===== config.mk =====
export PLATFORM = sky130hd
export DESIGN_NAME = key_sched_mux
export DESIGN_NICKNAME = d
export VERILOG_FILES = /design/src/rtl/ks_pkg.sv /design/src/rtl/ks_capture.sv /design/src/rtl/ks_expand.sv /design/src/rtl/ks_store.sv /design/src/rtl/key_sched_mux.sv
export SDC_FILE = /design/constraint.sdc
export NUM_CORES = 2
export LEC_CHECK = 0
export BUFFER_PORTS_ARGS = -buffer_cell sky130_fd_sc_hd__buf_2
export CAP_MARGIN = 20
export CORE_UTILIZATION = 45
export CTS_CLUSTER_DIAMETER = 150
export DETAILED_ROUTE_END_ITERATION = 12
export PLACE_DENSITY = 0.74
export SYNTH_ARGS = -nofsm -noshare
export SYNTH_HDL_FRONTEND = slang
export SYNTH_SLANG_ARGS = --single-unit

===== constraint.sdc =====
create_clock -name clk -period 19.15 [get_ports clk]
set_clock_uncertainty 0.05 [all_clocks]
set_input_delay 3.83 -clock clk [delete_from_list [all_inputs] [get_ports clk]]
set_output_delay 3.83 -clock clk [all_outputs]
set_load 0.01 [all_outputs]

===== src/rtl/ks_pkg.sv =====
package ks_pkg;

  function automatic logic [7:0] gf_mul(input logic [7:0] a, input logic [7:0] b);
    logic [7:0] acc;
    logic [7:0] sh;
    acc = 8'h00;
    sh  = a;
    for (int i = 0; i < 8; i++) begin
      if (b[i]) acc = acc ^ sh;
      sh = {sh[6:0], 1'b0} ^ (sh[7] ? 8'h1b : 8'h00);
    end
    return acc;
  endfunction

  function automatic logic [7:0] xtime(input logic [7:0] a);
    return {a[6:0], 1'b0} ^ (a[7] ? 8'h1b : 8'h00);
  endfunction

  // forward substitution: inverse by a^254, then the affine step
  function automatic logic [7:0] fwd_sub(input logic [7:0] a);
    logic [7:0] r;
    logic [7:0] base;
    logic [7:0] e;
    r    = 8'h01;
    base = a;
    e    = 8'd254;
    for (int i = 0; i < 8; i++) begin
      if (e[i]) r = gf_mul(r, base);
      base = gf_mul(base, base);
    end
    return r ^ {r[6:0], r[7]} ^ {r[5:0], r[7:6]} ^ {r[4:0], r[7:5]} ^
           {r[3:0], r[7:4]} ^ 8'h63;
  endfunction

  function automatic logic [31:0] sub_rot(input logic [31:0] w);
    logic [31:0] r;
    r = {w[23:0], w[31:24]};
    return {fwd_sub(r[31:24]), fwd_sub(r[23:16]), fwd_sub(r[15:8]), fwd_sub(r[7:0])};
  endfunction

  function automatic logic [31:0] unmix_col(input logic [31:0] c);
    logic [7:0] a0, a1, a2, a3;
    a0 = c[31:24]; a1 = c[23:16]; a2 = c[15:8]; a3 = c[7:0];
    return {
      gf_mul(a0, 8'h0e) ^ gf_mul(a1, 8'h0b) ^ gf_mul(a2, 8'h0d) ^ gf_mul(a3, 8'h09),
      gf_mul(a0, 8'h09) ^ gf_mul(a1, 8'h0e) ^ gf_mul(a2, 8'h0b) ^ gf_mul(a3, 8'h0d),
      gf_mul(a0, 8'h0d) ^ gf_mul(a1, 8'h09) ^ gf_mul(a2, 8'h0e) ^ gf_mul(a3, 8'h0b),
      gf_mul(a0, 8'h0b) ^ gf_mul(a1, 8'h0d) ^ gf_mul(a2, 8'h09) ^ gf_mul(a3, 8'h0e)};
  endfunction

  typedef enum logic {EXP_IDLE, EXP_RUN} exp_state_t;

endpackage


===== src/rtl/ks_capture.sv =====
module ks_capture #(
  parameter int WORD_W    = 32,
  parameter int KEY_WORDS = 4
) (
  input  logic                        clk,
  input  logic                        rst_n,
  input  logic                        key_sel,
  input  logic                        bus_valid,
  input  logic [WORD_W-1:0]           bus_word,
  output logic                        load_first,
  output logic                        load_done,
  output logic [WORD_W*KEY_WORDS-1:0] key_full
);
  localparam int KEY_W = WORD_W * KEY_WORDS;
  localparam int CNT_W = (KEY_WORDS > 1) ? $clog2(KEY_WORDS) : 1;
  localparam logic [CNT_W-1:0] LAST = CNT_W'(KEY_WORDS - 1);

  logic [CNT_W-1:0] cnt_q, cnt_d;
  logic [KEY_W-1:0] sh_q, sh_d;
  logic             take;

  assign take       = bus_valid & key_sel;
  assign load_first = take & (cnt_q == '0);
  assign load_done  = take & (cnt_q == LAST);

  generate
    if (KEY_WORDS > 1) begin : g_multi
      assign key_full = {sh_q[KEY_W-WORD_W-1:0], bus_word};
      assign sh_d     = take ? {sh_q[KEY_W-WORD_W-1:0], bus_word} : sh_q;
    end else begin : g_single
      assign key_full = bus_word;
      assign sh_d     = take ? bus_word : sh_q;
    end
  endgenerate

  always_comb begin
    cnt_d = cnt_q;
    if (!key_sel)      cnt_d = '0;
    else if (load_done) cnt_d = '0;
    else if (take)     cnt_d = cnt_q + 1'b1;
  end

  always_ff @(posedge clk or negedge rst_n) begin
    if (!rst_n) cnt_q <= '0;
    else        cnt_q <= cnt_d;
  end

  always_ff @(posedge clk) begin
    if (take) sh_q <= sh_d;
  end
endmodule


===== src/rtl/ks_expand.sv =====
module ks_expand
  import ks_pkg::*;
#(
  parameter int NUM_ROUNDS = 10,
  parameter int KEY_W      = 128,
  parameter int IDX_W      = 4
) (
  input  logic             clk,
  input  logic             rst_n,
  input  logic             start,
  input  logic             abort,
  input  logic [KEY_W-1:0] key_in,
  output logic             wr_en,
  output logic [IDX_W-1:0] wr_idx,
  output logic [KEY_W-1:0] wr_data,
  output logic             busy,
  output logic             done
);
  localparam int COLS = KEY_W / 32;
  localparam logic [IDX_W-1:0] LAST_RND = IDX_W'(NUM_ROUNDS);

  exp_state_t       st_q, st_d;
  logic [IDX_W-1:0] rnd_q, rnd_d;
  logic [7:0]       rc_q, rc_d;
  logic [KEY_W-1:0] work_q, work_d;
  logic [KEY_W-1:0] nxt;
  logic [KEY_W-1:0] nxt_unmixed;

  // next round key, column by column
  always_comb begin
    logic [31:0] prev;
    prev = work_q[31:0] ^ 32'h0;
    nxt = '0;
    prev = work_q[KEY_W-1 -: 32] ^ sub_rot(work_q[31:0]) ^ {rc_q, 24'h0};
    nxt[KEY_W-1 -: 32] = prev;
    for (int c = 1; c < COLS; c++) begin
      prev = work_q[KEY_W-1-32*c -: 32] ^ prev;
      nxt[KEY_W-1-32*c -: 32] = prev;
    end
  end

  genvar gc;
  generate
    for (gc = 0; gc < COLS; gc++) begin : g_unmix
      assign nxt_unmixed[KEY_W-1-32*gc -: 32] = unmix_col(nxt[KEY_W-1-32*gc -: 32]);
    end
  endgenerate

  always_comb begin
    st_d    = st_q;
    rnd_d   = rnd_q;
    rc_d    = rc_q;
    work_d  = work_q;
    wr_en   = 1'b0;
    wr_idx  = '0;
    wr_data = key_in;
    done    = 1'b0;
    if (start) begin
      st_d   = EXP_RUN;
      rnd_d  = IDX_W'(1);
      rc_d   = 8'h01;
      work_d = key_in;
      wr_en  = 1'b1;
    end else if (abort) begin
      st_d = EXP_IDLE;
    end else if (st_q == EXP_RUN) begin
      wr_en   = 1'b1;
      wr_idx  = rnd_q;
      wr_data = (rnd_q == LAST_RND) ? nxt : nxt_unmixed;
      work_d  = nxt;
      rc_d    = xtime(rc_q);
      if (rnd_q == LAST_RND) begin
        st_d = EXP_IDLE;
        done = 1'b1;
      end else begin
        rnd_d = rnd_q + 1'b1;
      end
    end
  end

  assign busy = (st_q == EXP_RUN);

  always_ff @(posedge clk or negedge rst_n) begin
    if (!rst_n) begin
      st_q  <= EXP_IDLE;
      rnd_q <= '0;
      rc_q  <= 8'h01;
    end else begin
      st_q  <= st_d;
      rnd_q <= rnd_d;
      rc_q  <= rc_d;
    end
  end

  always_ff @(posedge clk) begin
    if (start || st_q == EXP_RUN) work_q <= work_d;
  end
endmodule


===== src/rtl/ks_store.sv =====
module ks_store #(
  parameter int ENTRIES = 11,
  parameter int KEY_W   = 128,
  parameter int IDX_W   = 4
) (
  input  logic             clk,
  input  logic             wr_en,
  input  logic [IDX_W-1:0] wr_idx,
  input  logic [KEY_W-1:0] wr_data,
  input  logic             rd_open,
  input  logic [IDX_W-1:0] rd_idx,
  output logic [KEY_W-1:0] rd_data
);
  logic [KEY_W-1:0] mem [ENTRIES];

  genvar ge;
  generate
    for (ge = 0; ge < ENTRIES; ge++) begin : g_ent
      always_ff @(posedge clk) begin
        if (wr_en && wr_idx == IDX_W'(ge)) mem[ge] <= wr_data;
      end
    end
  endgenerate

  always_comb begin
    rd_data = '0;
    for (int e = 0; e < ENTRIES; e++) begin
      if (rd_open && rd_idx == IDX_W'(e)) rd_data = mem[e];
    end
  end
endmodule


===== src/rtl/key_sched_mux.sv =====
module key_sched_mux #(
  parameter int WORD_W     = 32,
  parameter int KEY_WORDS  = 4,
  parameter int NUM_ROUNDS = 10,
  localparam int KEY_W     = WORD_W * KEY_WORDS,
  localparam int ENTRIES   = NUM_ROUNDS + 1,
  localparam int IDX_W     = $clog2(ENTRIES)
) (
  input  logic              clk,
  input  logic              rst_n,
  input  logic              key_sel,
  input  logic              bus_valid,
  input  logic [WORD_W-1:0] bus_word,
  output logic              dp_valid,
  output logic [WORD_W-1:0] dp_word,
  output logic              key_ready,
  input  logic [IDX_W-1:0]  rd_idx,
  output logic [KEY_W-1:0]  rd_key
);
  logic             load_first, load_done;
  logic [KEY_W-1:0] key_full;
  logic             wr_en, exp_busy, exp_done;
  logic [IDX_W-1:0] wr_idx;
  logic [KEY_W-1:0] wr_data;
  logic             ready_d;

  assign dp_valid = bus_valid & ~key_sel;
  assign dp_word  = key_sel ? '0 : bus_word;

  ks_capture #(.WORD_W(WORD_W), .KEY_WORDS(KEY_WORDS)) u_cap (
    .clk(clk), .rst_n(rst_n), .key_sel(key_sel), .bus_valid(bus_valid),
    .bus_word(bus_word), .load_first(load_first), .load_done(load_done),
    .key_full(key_full));

  ks_expand #(.NUM_ROUNDS(NUM_ROUNDS), .KEY_W(KEY_W), .IDX_W(IDX_W)) u_exp (
    .clk(clk), .rst_n(rst_n), .start(load_done), .abort(load_first),
    .key_in(key_full), .wr_en(wr_en), .wr_idx(wr_idx), .wr_data(wr_data),
    .busy(exp_busy), .done(exp_done));

  ks_store #(.ENTRIES(ENTRIES), .KEY_W(KEY_W), .IDX_W(IDX_W)) u_mem (
    .clk(clk), .wr_en(wr_en), .wr_idx(wr_idx), .wr_data(wr_data),
    .rd_open(key_ready), .rd_idx(rd_idx), .rd_data(rd_key));

  always_comb begin
    ready_d = key_ready;
    if (load_first)    ready_d = 1'b0;
    else if (exp_done) ready_d = 1'b1;
  end

  always_ff @(posedge clk or negedge rst_n) begin
    if (!rst_n) key_ready <= 1'b0;
    else        key_ready <= ready_d;
  end
endmodule


== After elaboration in Yosys (flattened, before gate mapping) ==
Memory sizes are Yosys's and may differ from the RTL's.
Index checks and enable logic that the tools add are counted.
Widths: inputs -> output; s select.

* Memories: 1
* RAM bits: 1408
* Word-level logic and storage cells: 2029
* Flip-flop bits (word level): 240

* Equal/unequal tests: 25
* Multiplexer cells: 958
* Reduce and logical (&&, ||, !) cells: 41
* Bitwise gates (word level): 995
* $add $sub $neg: 2

{| class="wikitable"
|+ Memory list
! memory !! depth !! width !! read ports !! clocked after memory_dff !! wr ports !! line !! source
|-
| u_mem.mem || 11 || 128 || 11 || 0 || 1 || ks_store.sv:14 || <nowiki>logic [KEY_W-1:0] mem [ENTRIES];</nowiki>
|}

{| class="wikitable"
|+ Operator list
! kind !! number
|-
| $xor 8x8->8 || 953
|-
| $mux 128 || 28
|-
| $mux 8 || 423
|-
| $mux 5 || 417
|-
| $reduce_or 128->1 || 10
|-
| $xor 32x32->32 || 5
|-
| $mux 4 || 21
|-
| $mux 1 || 49
|-
| $eq 4x3->1 const B || 8
|-
| $mux 32 || 1
|-
| $eq 4x4->1 const B || 7
|-
| $mux 7 || 4
|-
| $not 1->1 const A || 28
|-
| $mux 6 || 4
|-
| $logic_and 1x1->1 || 22
|-
| $eq 4x2->1 const B || 4
|-
| $not 4->4 || 4
|-
| $mux 2 || 7
|-
| $mux 3 || 4
|-
| $eq 4x1->1 const B || 2
|-
| $logic_not 4->1 || 2
|-
| $reduce_and 3->1 || 2
|-
| $add 4x1->4 const B || 1
|-
| $and 1x1->1 || 4
|-
| 9 further kinds || 11
|}

== Longest topological paths before layout ==
* Depth in word-level cells: 161
* Mapped depth: 73

== Hierarchy ==
Synthesis repeated with hierarchy kept, for this count alone.

* Cell total of the unflattened synthesis: 13222
* Area total of the unflattened synthesis: 136307.0 sq um

{| class="wikitable"
|+ By module, submodules not included
! module !! area each (sq um) !! cells each !! instances
|-
| ks_expand || 78591.6 || 9627 || 1
|-
| ks_store || 54192.0 || 3416 || 1
|-
| ks_capture || 3259.4 || 141 || 1
|-
| key_sched_mux || 264.0 || 38 || 1
|}

== Worst setup path before layout ==
Ideal clock, no wire load.

* Kind: in2reg
* Start point: in key_sel
* End point: mem u_mem.mem[1][0] (enable)
* Data required time: 18172 ps
* Setup slack: -623 ps
* Stages on the path: 7
* Setup time: 928 ps
* Arrival time: 18795 ps
* Buffers on the path: 3
* Cell sequence: and2_1 > clkbuf_1 > nand2_1 > nand2_1 > clkbuf_1 > clkbuf_1 > nor4_1

* Longest elaborated chain between the ends: 19

{| class="wikitable"
|+ RTL lines
! element !! line !! source
|-
| from (decl) || key_sched_mux.sv:11 || <nowiki>input logic key_sel,</nowiki>
|-
| $and 1x1->1 * || ks_capture.sv:22 || <nowiki>assign take = bus_valid & key_sel;</nowiki>
|-
| net u_cap.take || ks_capture.sv:20 || <nowiki>logic take;</nowiki>
|-
| $and 1x1->1 || ks_capture.sv:23 || <nowiki>assign load_first = take & (cnt_q == '0);</nowiki>
|-
| $mux 4 || ks_expand.sv:64 || <nowiki>end else if (abort) begin</nowiki>
|-
| $mux 4 || ks_expand.sv:58 || <nowiki>if (start) begin</nowiki>
|-
| $eq 4x1->1 || ks_store.sv:20 || <nowiki>if (wr_en && wr_idx == IDX_W'(ge)) mem[ge] <= wr_data;</nowiki>
|-
| $logic_and 1x1->1 || ks_store.sv:20 ||
|-
| $mux 1 || ks_store.sv:20 ||
|-
| $mux 1 (implied by the code) || ks_store.sv:20 ||
|-
| $reduce_or 128->1 (no source line) || - ||
|-
| $mux 4 (no source line) or $mux 1 (tied branches) (10 in a row) || - ||
|-
| to (decl) || ks_store.sv:14 ||
|}

Mark *: on every way through the listed nets, which the timed path passes. The rest lies on a longest branch.

== Final worst setup path ==
* Start point: reg u_exp.work_q[23]
* End point: mem u_mem.mem[10][19] (data pin)

* Longest elaborated chain between the ends: 156

{| class="wikitable"
|+ RTL lines
! element !! line !! source
|-
| from (decl) || ks_expand.sv:25 || <nowiki>logic [KEY_W-1:0] work_q, work_d;</nowiki>
|-
| from (signal assigned) || ks_expand.sv:96 || <nowiki>if (start || st_q == EXP_RUN) work_q <= work_d;</nowiki>
|-
| $mux 5 or $mux 8 (tied branches) || ks_pkg.sv:10, ks_pkg.sv:9 ||
|-
| $xor 8x8->8, on equally long branches || ks_pkg.sv:10, ks_pkg.sv:9 ||
|-
| $xor 8x8->8 or $mux 8 (tied branches) || ks_pkg.sv:9 || <nowiki>if (b[i]) acc = acc ^ sh;</nowiki>
|-
| $mux 8 or $xor 8x8->8 (tied branches) || ks_pkg.sv:9 ||
|-
| $xor 8x8->8 or $mux 8 (tied branches) || ks_pkg.sv:9 ||
|-
| $mux 8 or $xor 8x8->8 (tied branches) || ks_pkg.sv:9 ||
|-
| $xor 8x8->8 or $mux 8 (tied branches) || ks_pkg.sv:9 ||
|-
| $mux 8 or $xor 8x8->8 (tied branches) || ks_pkg.sv:9 ||
|-
| [131 not listed] || - ||
|-
| $xor 8x8->8 * (3 in a row) || ks_pkg.sv:46 || <nowiki>gf_mul(a0, 8'h09) ^ gf_mul(a1, 8'h0e) ^ gf_mul(a2, 8'h0b) ^ gf_mul(a3, 8'h0d),</nowiki>
|-
| $mux 128 * || ks_expand.sv:69 || <nowiki>wr_data = (rnd_q == LAST_RND) ? nxt : nxt_unmixed;</nowiki>
|-
| $mux 128 * || ks_expand.sv:66 || <nowiki>end else if (st_q == EXP_RUN) begin</nowiki>
|-
| $mux 128 * || ks_expand.sv:64 ||
|-
| $mux 128 * || ks_expand.sv:58 ||
|-
| net u_exp.wr_data[19] || ks_expand.sv:15 || <nowiki>output logic [KEY_W-1:0] wr_data,</nowiki>
|-
| $mux 128 (no source line) (9 in a row) || - ||
|-
| $mux 128 (no source line) * || - ||
|}

Marks and branches as above.

==> flow_summary.toml <==
[drt]
drc = 0
ant_nets = 0
routedWlPerCell_um = 24.04
vias = 102600
avgViaCountPerCell = 6.006
drtIter0Drc = 13120
firstDrtPassIters = 9
drt_wl_total_um = 410700

[timing]
hold_violations = 0
max-slew-margin-rel = 0.2306
min_period_over_period = 0.9648
setup_viol_count_final = 0
worst_slew_pin_slew_ps = 1146
slew_violations = 0
finalCriticalPeriod_ps = 18480
timing.fmax_ghz = 0.05412

[synthesis]
synth-seq-area-share = 0.3776
syn_inst = 12680
synth_nets = 12750
syn_area_sq_um = 130800
ys_ff_latch = 1648
ys_types = 116
yosys.area.top_type_share = 0.3746
ys_async_sr_fraction = 0.009709
muxShareOfSynthArea = 0.02545
synth_edf_count = 1632
synth_xor_area_frac = 0.3123
yosysTopAreaCell = "edfxtp_1"
yosys-top-cells-area = "edfxtp_1, xnor2_1, xnor3_1"
synth_compound_gate_area_share = 0.1360
yosys_warnings = 0
synth-simple-area-share = 0.1161
syn_area_per_cell_sq_um = 10.32
synth_top_family_by_area = "XOR/XNOR gates"
synthFlopType = "edfxtp_1"
synth_fa_ha_area_frac = 0.002391

[floorplan]
die_y_um = 541.2
dieArea_sq_um = 292900
core_area_sq_um = 288600
initial_core_util = 0.4533
die_w_um = 541.2
pin_count = 202
num_rows = 197

[global_route]
grt_pass1_wl_um = 611200
grt_usage = 0.2706
first_global_vias = 96080
grt_antenna_before_repair = 10
grt_max_degree = 137
overflow = 0

[cts]
clkSlewWorstSetupHoldPaths_ps = 70
cts.sinks = 1648
insertion_delay_ps = 830
root_buffer = "clkbuf_16"
cts.htree.levels = 4
cts_inserted_buffers = 155
cts_tree = "done"
clock_path_buffers = 3

[worst_hold_path]
timing.hold.worst.start = "u_cap.sh_q[32]$_DFFE_PP_"
whs_path_depth = 0
hold_class = "flip-flop to flip-flop"

[layout]
areaGrowthSynthToFinish_pct = 11.60
mostFrequentLayoutCell = "xnor2_1"
nets = 13140
fin_area_sq_um = 146000
drive_above_1_share = 0.1346
final_cell_mix = "xnor2_1, edfxtp_1, nor2_1, nand2_1, buf_4"

[worst_setup_path]
cp-start-kind = "flip-flop"
max_stage_delay_ps = 700
critical_path_class = "flip-flop to flip-flop"
startpoint = "u_exp.work_q[23]$_DFFE_PP_"
cp.required_ps = 19740
arrival_ps = 19070
crit_top_cell = "xnor2_4"
end_kind = "flip-flop"
rr_worst_depth = 59
rr_startpoint = "u_exp.work_q[23]$_DFFE_PP_"
path_max_fanout = 11
slowest_stage = "xnor3_2"

[placement]
gp_congestion = 1.041
dp_hpwl_um = 285100
post_dp_cell_area_sq_um = 140100
port_buffers = 201

[status]
status = "complete, no violations"

[job]
cap_violations = 0
final cells by class:
cell class,instances,area [sq um]
Sequential cell,1648,49410
Fill cell,25370,142600
Clock buffer,188,4003
Tap cell,3880,4855
Antenna cell,2,5.005
Clock inverter,97,1027
Inverter,98,371.6
Timing Repair Buffer,1048,7505
Multi-Input combinational cell,10130,78850
cell families (layout without fill, tap and decap cells):
logic type,count (synthesis),count (layout)
XOR/XNOR,3543,3543
adder cells (fa/ha/maj),25,25
AO/OA/AOI/OAI,2694,2694
buffers and inverters,906,1431
AND/OR/NAND/NOR,3545,3545
multiplexers,320,320
flip-flops,1648,1648
other,0,2
synth_stat cells (all sizes together) (39+ instances only):
cell    count
xnor2    2199
edfxtp   1632
nor2     1576
nand2    1081
xor2      736
a21oi     649
o21ai     582
clkbuf    524
xnor3     521
a22oi     350
buf       280
mux2i     249
nor3      220
nand3     181
a31oi     169
a211oi    168
o22ai     118
a222oi    101
nor2b      95
inv        88
xor3       87
and2       74
o221ai     72
mux2       69
nand2b     68
o211ai     61
nand4      56
a221oi     54
or3        40
and3       39
flip-flops by register name, indices dropped and copies added, names as in the netlist:
signal and count:
key_ready 1, u_cap.cnt_q 2, u_cap.sh_q 96, u_exp.busy 1
u_exp.rc_q 8, u_exp.rnd_q 4, u_exp.work_q 128, u_mem.mem 1408
metal layers:
| layer | global-route usage | wire length (um) |
|---|---|---|
| met3 | 0.04016 | 39930 |
| met1 | 0.3685 | 164700 |
| met5 | 0 | 45 |
| met4 | 0.1209 | 21130 |
| met2 | 0.4267 | 184900 |
worst max-delay path: cells and delay by family, from the launching register on:
kind,cells,cell delay (ps)
AO/OA/AOI/OAI,8,2070
XOR/XNOR,34,11850
adder cells (fa/ha/maj),3,1160
buffers and inverters,4,850
flip-flops,1,410
multiplexers,2,530
AND/OR/NAND/NOR,8,1340
worst paths after layout:
check	endpoint	slack [ps]
min in group asynchronous	u_cap.cnt_q[0]$_DFFE_PN0P_	2910
hold / removal	u_cap.sh_q[64]$_DFFE_PP_	440
hold reg to reg	u_cap.sh_q[64]$_DFFE_PP_	440
max in group asynchronous	u_exp.rc_q[0]$_DFFE_PN1P_	15810
setup reg to reg	u_mem.mem[10][19]$_DFFE_PP_	670
setup / recovery	u_mem.mem[10][19]$_DFFE_PP_	670
metrics by stage:
step           TNS (ps)  instances  hold WS (ps)    util  worst slack [ps]
2_1_floorplan   -239150      12680         399.7       -            -622.8
3_3_place_gp          0      16780         412.7  0.4852             97.59
3_5_place_dp      -4617      16780         419.2  0.4853            -209.9
4_1_cts               0      17070         433.2  0.5029             45.62
5_1_grt          -246.9      17090         438.1  0.5059            -22.55
6_report              0      17090         440.4  0.5059             673.5
timing repair:
item | in CTS | in global routing
pin swaps | 0 | 4
setup buffers | 0 | 8
endpoints found under the setup margin | 88 | 1122
hold buffers | 0 | 0
cloned | 0 | 0
gates resized for setup | 7 | 109
Power is not shown: default switching activity piles up to over one toggle a cycle in this logic, so the estimate is an artifact.
